==> src/rtl/thermal_pkg.sv <==
package thermal_pkg;
    localparam int FREQ_W = 6;
    localparam int VID_W  = 8;

    typedef struct packed {
        logic [FREQ_W-1:0] ratio;
        logic [VID_W-1:0]  vid;
    } op_point_t;

    localparam op_point_t OP_NOM = '{ratio: 6'd32, vid: 8'h48};
    localparam op_point_t OP_MIN = '{ratio: 6'd8,  vid: 8'h20};
endpackage

==> src/rtl/hotpin_qual.sv <==
module hotpin_qual #(
    parameter int SYNC_STAGES  = 2,
    parameter int QUAL_SAMPLES = 2,
    parameter int MASK_CYC     = 4
) (
    input  logic clk_i,
    input  logic rst_ni,
    input  logic pin_n_i,
    input  logic own_drive_i,
    output logic ext_hot_o
);
    localparam int CNT_W = $clog2(QUAL_SAMPLES + 1);
    localparam int MSK_W = $clog2(MASK_CYC + 1);

    typedef struct packed {
        logic [SYNC_STAGES-1:0] sync;
        logic [CNT_W-1:0]       cnt;
        logic [MSK_W-1:0]       mask;
    } st_t;

    st_t st_d, st_q;
    logic sensed;

    assign sensed = st_q.sync[SYNC_STAGES-1];

    always_comb begin
        st_d      = st_q;
        st_d.sync = {st_q.sync[SYNC_STAGES-2:0], ~pin_n_i};
        if (own_drive_i)
            st_d.mask = MSK_W'(MASK_CYC);
        else if (st_q.mask != '0)
            st_d.mask = st_q.mask - 1'b1;
        if (sensed && !own_drive_i && st_q.mask == '0) begin
            if (st_q.cnt != CNT_W'(QUAL_SAMPLES))
                st_d.cnt = st_q.cnt + 1'b1;
        end else begin
            st_d.cnt = '0;
        end
    end

    always_ff @(posedge clk_i or negedge rst_ni) begin
        if (!rst_ni) st_q <= '0;
        else         st_q <= st_d;
    end

    assign ext_hot_o = (st_q.cnt == CNT_W'(QUAL_SAMPLES));


    qual_prev_sample_chk: assert property (@(posedge clk_i) disable iff (!rst_ni)
        $rose(ext_hot_o) |-> $past(sensed));

    own_drive_mask_chk: assert property (@(posedge clk_i) disable iff (!rst_ni)
        own_drive_i |=> !ext_hot_o);
endmodule

==> src/rtl/tm_hyst.sv <==
module tm_hyst #(
    parameter int TEMP_W = 8,
    parameter int HYST   = 2
) (
    input  logic              clk_i,
    input  logic              rst_ni,
    input  logic [TEMP_W-1:0] temp_i,
    input  logic [TEMP_W-1:0] limit_i,
    input  logic              en_i,
    output logic              hot_o
);
    localparam int XW = TEMP_W + 1;

    typedef struct packed {
        logic hot;
    } st_t;

    st_t st_d, st_q;
    logic [XW-1:0] temp_plus;
    logic          above, cooled;

    assign temp_plus = {1'b0, temp_i} + XW'(HYST);
    assign above     = (temp_i >= limit_i);
    assign cooled    = (temp_plus < {1'b0, limit_i});

    always_comb begin
        st_d = st_q;
        if (!en_i)       st_d.hot = 1'b0;
        else if (above)  st_d.hot = 1'b1;
        else if (cooled) st_d.hot = 1'b0;
    end

    always_ff @(posedge clk_i or negedge rst_ni) begin
        if (!rst_ni) st_q <= '0;
        else         st_q <= st_d;
    end

    assign hot_o = st_q.hot;


    hyst_hold_chk: assert property (@(posedge clk_i) disable iff (!rst_ni)
        (hot_o && en_i && !cooled) |=> hot_o);

    tm_disable_chk: assert property (@(posedge clk_i) disable iff (!rst_ni)
        !en_i |=> !hot_o);
endmodule

==> src/rtl/trip_latch.sv <==
module trip_latch #(
    parameter int TEMP_W    = 8,
    parameter int TRIP_TEMP = 120
) (
    input  logic              clk_i,
    input  logic              rst_ni,
    input  logic [TEMP_W-1:0] temp_i,
    output logic              trip_o
);
    typedef struct packed {
        logic trip;
    } st_t;

    st_t st_d, st_q;

    always_comb begin
        st_d = st_q;
        if (temp_i >= TEMP_W'(TRIP_TEMP)) st_d.trip = 1'b1;
    end

    always_ff @(posedge clk_i or negedge rst_ni) begin
        if (!rst_ni) st_q <= '0;
        else         st_q <= st_d;
    end

    assign trip_o = st_q.trip;


    trip_set_chk: assert property (@(posedge clk_i) disable iff (!rst_ni)
        (temp_i >= TEMP_W'(TRIP_TEMP)) |=> trip_o);

    trip_sticky_chk: assert property (@(posedge clk_i) disable iff (!rst_ni)
        trip_o |=> trip_o);
endmodule

==> src/rtl/thermal_throttle_ctrl.sv <==
module thermal_throttle_ctrl #(
    parameter int TEMP_W       = 8,
    parameter int HYST         = 2,
    parameter int TRIP_TEMP    = 120,
    parameter int SYNC_STAGES  = 2,
    parameter int QUAL_SAMPLES = 2,
    parameter int MASK_CYC     = 4
) (
    input  logic                          clk_i,
    input  logic                          rst_ni,
    input  logic [TEMP_W-1:0]             temp_i,
    input  logic                          tm_en_i,
    input  logic [TEMP_W-1:0]             throttle_limit_i,
    input  logic                          hot_sense_n_i,
    output logic                          hot_drive_o,
    output logic [thermal_pkg::FREQ_W-1:0] freq_ratio_o,
    output logic [thermal_pkg::VID_W-1:0]  vid_o,
    output logic                          clk_mod_en_o,
    output logic                          trip_o
);
    import thermal_pkg::*;

    typedef struct packed {
        op_point_t op;
        logic      clk_mod;
    } st_t;

    st_t  st_d, st_q;
    logic int_hot, ext_hot;

    tm_hyst #(.TEMP_W(TEMP_W), .HYST(HYST)) u_hyst (
        .clk_i   (clk_i),
        .rst_ni  (rst_ni),
        .temp_i  (temp_i),
        .limit_i (throttle_limit_i),
        .en_i    (tm_en_i),
        .hot_o   (int_hot)
    );

    hotpin_qual #(.SYNC_STAGES(SYNC_STAGES), .QUAL_SAMPLES(QUAL_SAMPLES),
                  .MASK_CYC(MASK_CYC)) u_qual (
        .clk_i       (clk_i),
        .rst_ni      (rst_ni),
        .pin_n_i     (hot_sense_n_i),
        .own_drive_i (int_hot),
        .ext_hot_o   (ext_hot)
    );

    trip_latch #(.TEMP_W(TEMP_W), .TRIP_TEMP(TRIP_TEMP)) u_trip (
        .clk_i  (clk_i),
        .rst_ni (rst_ni),
        .temp_i (temp_i),
        .trip_o (trip_o)
    );

    always_comb begin
        st_d         = st_q;
        st_d.op      = (int_hot || ext_hot) ? OP_MIN : OP_NOM;
        st_d.clk_mod = int_hot && !ext_hot;
    end

    always_ff @(posedge clk_i or negedge rst_ni) begin
        if (!rst_ni) begin
            st_q.op      <= OP_NOM;
            st_q.clk_mod <= 1'b0;
        end else begin
            st_q <= st_d;
        end
    end

    assign hot_drive_o  = int_hot;
    assign freq_ratio_o = st_q.op.ratio;
    assign vid_o        = st_q.op.vid;
    assign clk_mod_en_o = st_q.clk_mod;


    ext_min_point_chk: assert property (@(posedge clk_i) disable iff (!rst_ni)
        ext_hot |=> (freq_ratio_o == OP_MIN.ratio && vid_o == OP_MIN.vid));

    ext_no_mod_chk: assert property (@(posedge clk_i) disable iff (!rst_ni)
        ext_hot |=> !clk_mod_en_o);

    nominal_return_chk: assert property (@(posedge clk_i) disable iff (!rst_ni)
        (!int_hot && !ext_hot) |=> (freq_ratio_o == OP_NOM.ratio && !clk_mod_en_o));
endmodule

==> config.mk <==
export PLATFORM = sky130hd
export DESIGN_NAME = thermal_throttle_ctrl
export DESIGN_NICKNAME = d
export VERILOG_FILES = /design/src/rtl/thermal_pkg.sv /design/src/rtl/hotpin_qual.sv /design/src/rtl/tm_hyst.sv /design/src/rtl/trip_latch.sv /design/src/rtl/thermal_throttle_ctrl.sv
export SDC_FILE = /design/constraint.sdc
export NUM_CORES = 1
export LEC_CHECK = 0
export BUFFER_PORTS_ARGS = -buffer_cell sky130_fd_sc_hd__buf_2
export CORE_UTILIZATION = 52
export DETAILED_ROUTE_END_ITERATION = 8
export PLACE_DENSITY = 0.95
export SYNTH_ARGS = -nofsm -noshare
export SYNTH_HDL_FRONTEND = slang
export SYNTH_SLANG_ARGS = --single-unit
==> constraint.sdc <==
create_clock -name clk_i -period 2.5 [get_ports clk_i]
set_clock_uncertainty 0.2 [all_clocks]
set_input_delay 0.375 -clock clk_i [delete_from_list [all_inputs] [get_ports clk_i]]
set_output_delay 0.375 -clock clk_i [all_outputs]
set_load 0.03 [all_outputs]
Word-level counts from Yosys, hierarchy flattened
Index checks and enable logic that the tools add are counted.
{ "totals": {"wordCells": 36, "regBits": 24, "output_inout_bits": 17, "in_bits": 20} }
{ "op_classes": {"add_sub_neg": 3, "n_lt_le_gt_ge": 3, "eq_ne": 4, "mux": 8, "reduce_logical": 9, "n_bitwise": 1} }
{ "op_table": {"columns": ["op", "count"], "rows": [
  ["14-bit two-way mux", 1],
  ["8-bit by 2-bit adder with 9-bit output, second input constant", 1],
  ["9-bit by 8-bit less-than comparator with 1-bit output", 1],
  ["8-bit by 7-bit >= comparator with 1-bit output, second input constant", 1],
  ["8-bit >= comparator", 1],
  ["3-bit two-way mux", 2],
  ["2-bit two-way mux", 2],
  ["2-bit != test, second input constant", 2],
  ["1-bit logical AND", 3],
  ["3-bit zero test", 1],
  ["1-bit two-way mux", 3],
  ["3-bit by 1-bit != test with 1-bit output, second input constant", 1],
  ["3-bit nonzero test", 1],
  ["3-bit by 1-bit subtractor with 3-bit output, second input constant", 1],
  ["2-bit by 1-bit adder with 2-bit output, second input constant", 1],
  ["2-bit == test, second input constant", 1],
  ["1-bit zero test", 2],
  ["2-bit nonzero test", 1],
  ["1-bit logical OR", 1],
  ["1-bit inverter", 1]
]} }

Depth between registers and ports, before layout
{ "depth": {"ltp_word": 5, "depth_mapped": 9, "depth_no_buf": 9} }

By module
Synthesis repeated with hierarchy kept, for this count alone.
{ "unflattened": {"hier_cells": 111, "hier_area_um2": 1044.8} }
{ "modules_own_cells": {"columns": ["module", "seq_area_each_um2", "area_per_inst_um2", "cells_per_inst", "instances"], "rows": [
  ["tm_hyst", 25.0, 478.0, 59, 1],
  ["hotpin_qual", 175.2, 339.1, 29, 1],
  ["thermal_throttle_ctrl", 76.3, 188.9, 19, 1],
  ["trip_latch", 25.0, 38.8, 4, 1]
]} }

Least setup slack after synthesis
OpenSTA, ideal clock, no wires.
{ "synth_path": {"path_kind": "input -> register", "start": "input port temp_i[1]", "end": "register u_hyst.st_q, in the netlist u_hyst.hot_o", "slack_ns": 0.474, "n_path_buf": 0, "arrival_time_ns": 1.692, "stages": 9, "required_ns": 2.166, "setup_ns": 0.134, "cell_sequence": "nand3_1 -> nor2_1 -> xor2_1 -> ha_1 -> a21o_1 -> a21oi_1 -> o21ai_0 -> a221oi_1 -> a31oi_1"} }
{ "synth_via": {"elab_chain_len": 3, "elab_cells_between_ends": 6, "cone_classes": "add/sub (1); order compare (2); eq/ne (1); mux (2)"} }
{ "synth_lines": {"columns": ["element", "line", "text"], "rows": [
  ["start: declaration", "thermal_throttle_ctrl.sv:11", "input logic [TEMP_W-1:0] temp_i,"],
  ["8-bit by 2-bit adder with 9-bit output or 8-bit >= comparator (tied branches)", "tm_hyst.sv:22, tm_hyst.sv:23", null],
  ["9-bit by 8-bit less-than comparator with 1-bit output or 1-bit two-way mux (tied branches)", "tm_hyst.sv:24, tm_hyst.sv:29", null],
  ["3-bit by 1-bit != test with 1-bit output (no line) or 1-bit two-way mux (tied branches)", null, null],
  ["end signal: assignment", "tm_hyst.sv:35", "else st_q <= st_d;"],
  ["end: declaration", "tm_hyst.sv:18", "st_t st_d, st_q;"]
]} }
Several ways; a longest one is shown, not always the timed one.
A chain may end at the register's enable or synchronous reset.

Final worst setup path
{ "layout_path": {"start": "input port temp_i[3]", "end": "register u_hyst.st_q, in the netlist u_hyst.hot_o"} }
Same word-level chain as after synthesis.

==> run metrics <==
synthesized area=roughly 0.001 sq mm; via/cell ratio=between 4 and 5; detailed-route via count=between 800 and 900; final setup vio count=0; wirelength, routed=roughly 1900 microns; met1 GRT Util=20.9%; pre-CTS setup slack=~0.085 ns; CP max stage delay=slightly below 0.3 ns; Worst Path Required=2.44 ns; Hold Violations, Final=0; status=finished clean; cells along the critical path=buf_2, nand3_1, nor2_1, xor2_1, ha_1, a21o_1, a21oi_1, o21ai_0, a221oi_1, a31oi_1; CTS tree=yes; pin count of the biggest net entering global routing=13; Worst-path clk slew=approximately 0.07 ns; DP HPWL=1630 microns; CTS Buf Count=3; Arr. time, crit path=about 2.1 ns; post-DR wirelength/cell=around 12 microns; DR pass1 iterations=4; grt total ovfl=0; Core ar.=roughly 0.0018 sq mm; Final WS setup=between 0.3 and 0.4 ns; Global Route Usage Sum=a little over a fifth; # rows=15; drc violations=0; instance area after placement=about 0.0011 sq mm; Nets=~180; peak supply drop=roughly 0.43 mV; area grow syn2layout=14.2%; clk root buf=clkbuf_4; Iteration-0 DRC Markers=18; post-layout minimum cycle time=between 2 and 2.5 ns; Synth Area in Simple Gates=13.4%; Synth Warn #=0; min-delay worst type=primary input to flip-flop; CP delay by family, top=compound AO/OA/AOI/OAI gates; Max Cap Violations=0; CTS Hold Buffers Added=1; largest family of logic cells by synthesized area=adder cells; mux cell area share after synthesis=0%; Yosys reg bits=12; port bufs=27; Longest Clk Path Bufs=2; type of the worst setup path=primary input to flip-flop; postcts setup bufs=0; die area=about 0.0021 sq mm; sequential share of the synthesized area=30.1%; vias in the first global route=778; Synth Instances=110; Worst Setup End Kind=flip-flop; Clock Latency Late Sink=about 0.27 ns; gr busiest metal=met2; Synth Area in XOR/XNOR=just over 6%; clk sinks=12; Compound-Gate Fraction of Synth Area=between 10% and 20%; Buf/Inv on CP=1; Crit-path slowest cell=a221oi_1; fmax=~460 MHz; share of cells above drive strength 1=approximately a quarter; Static Leak=about 0.65 nW; I/O pins=37; Critical Path Start Type=primary input; cell area after layout=about 0.0011 sq mm; GR met3 Demand/Resource=about 6.7%; first-pass GRT wire length=approximately 3000 microns; pwr/cell area=~580 mW/mm^2; DRT antenna net count=0; H-tree depth=1; WHS=about 0.037 ns; distinct cell type count after synthesis=30; n_diodes=0; adder-cell share of the synthesized area=23.7%; Slew Viols, Final=0; cts repair resizes=0; GPL Wtd Cong=roughly 0.82; Die Ht=around 46 microns; Initial Utilization=a little under three fifths; die span in x=45.9 microns; RSZ-0062 raised after global routing=no; Worst Path Max Fanout=6; Sum Neg Setup Slack=0 ns; GR Util met2=between 30% and 40%; Tcrit/Tclk final=86.8%; syn avg cell area=around 9.1 sq um; initial antenna violation count=0
## cell usage after synthesis
master / instances / share of area (%)
ha_1: 19 / 24
inv_1: 17 / 6.4
buf_4: 12 / 9.0
dfrtp_1: 11 / 27
nor2_1: 10 / 3.7
a21oi_1: 5 / 2.5
xnor2_1: 4 / 3.5
nand3_1: 3 / 1.5
o21ai_0: 3 / 1.5
xor2_1: 3 / 2.6
a21o_1: 2 / 1.5
nand2_1: 2 / 0.75
o31ai_1: 2 / 1.5
a211o_1: 1 / 0.87
a211oi_1: 1 / 0.75
a221oi_1: 1 / 0.87
a31oi_1: 1 / 0.62
and3_1: 1 / 0.62
and3_2: 1 / 0.75
conb_1: 1 / 0.37
dfstp_2: 1 / 2.6
nand2b_1: 1 / 0.62
nand2b_4: 1 / 1.4
nand4_1: 1 / 0.62
nor2b_1: 1 / 0.62
nor3_1: 1 / 0.50
o221ai_1: 1 / 0.87
or2_2: 1 / 0.62
or3b_2: 1 / 0.87
or4_1: 1 / 0.75
## final cells by class
type                            instances  area [sq um]
Fill cell                             178           619
Multi-Input combinational cell         77           577
Sequential cell                        12           302
Timing Repair Buffer                   28           145
Inverter                               17          63.8
Tap cell                               25          31.3
Clock buffer                            4          26.3
## placed cells by master (no fill, tap or decap), types with 3 or more instances in the layout
cell type and instances:
a21oi_1 5, buf_2 27, clkbuf_4 3, conb_1 9, dfrtp_1 11, ha_1 19
inv_1 17, nand3_1 3, nor2_1 10, o21ai_0 3, xnor2_1 4, xor2_1 3
## sequential cells by signal (all words and copies together), names as in the netlist
signal	cells
u_qual.st_q	5
clk_mod_en_o	1
freq_ratio_o	1
u_hyst.hot_o	1
u_qual.sensed	1
u_qual.st_d	1
u_trip.trip_o	1
vid_o	1
## power breakdown
group	total, mW	switching (mW)	leakage (nW)	internal, mW
clock network	0.121	0.0588	0.0150	0.0619
logic	0.284	0.167	0.494	0.117
registers	0.258	0.0244	0.145	0.234
## kinds of logic (layout without fill, tap and decap cells)
kind of cell / Yosys count / count (layout)
adder cells (fa/ha/maj): 19 / 19
AND/OR/NAND/NOR: 25 / 25
AO/OA/AOI/OAI: 17 / 17
flip-flops: 12 / 12
other: 1 / 9
XOR/XNOR: 7 / 7
buffers and inverters: 29 / 49
## per-layer routing
| metal | vias to the layer above | wire [microns] |
|---|---|---|
| met4 | 0 | 20 |
| li1 | 407 | - |
| met2 | 28 | 1050 |
| met3 | 2 | 88 |
| met1 | 369 | 755 |
| met5 | - | 0 |
## metrics by stage
stage	power, mW	utilization [%]	cells
after floorplan	0.483	-	118
after global placement	0.518	62.8	158
after detailed placement	0.545	62.8	158
after CTS	0.671	64.9	163
after global routing	0.717	64.9	163
final	0.662	64.9	163
## path summary, 6_finish.rpt
| kind | from | end | slack, ns | cells past startpoint |
|---|---|---|---|---|
| max | temp_i[3] | u_hyst.hot_o$_DFFE_PN0P_ | 0.33 | 10 |
| min | hot_sense_n_i | u_qual.st_d[6]$_DFF_PN0_ | 0.04 | 2 |
| max reg2reg | u_qual.st_q[0]$_DFFE_PN0P_ | u_qual.st_q[3]$_DFFE_PN0P_ | 0.89 | 5 |
| min reg2reg | u_qual.st_d[6]$_DFF_PN0_ | u_qual.sensed$_DFF_PN0_ | 0.18 | 0 |
| max in group asynchronous | rst_ni | vid_o[3]$_DFF_PN1_ | 1.52 | 2 |
| min in group asynchronous | rst_ni | u_trip.trip_o$_DFFE_PN0P_ | 0.31 | 2 |
Note: power is estimated with default switching activity, not from simulation.
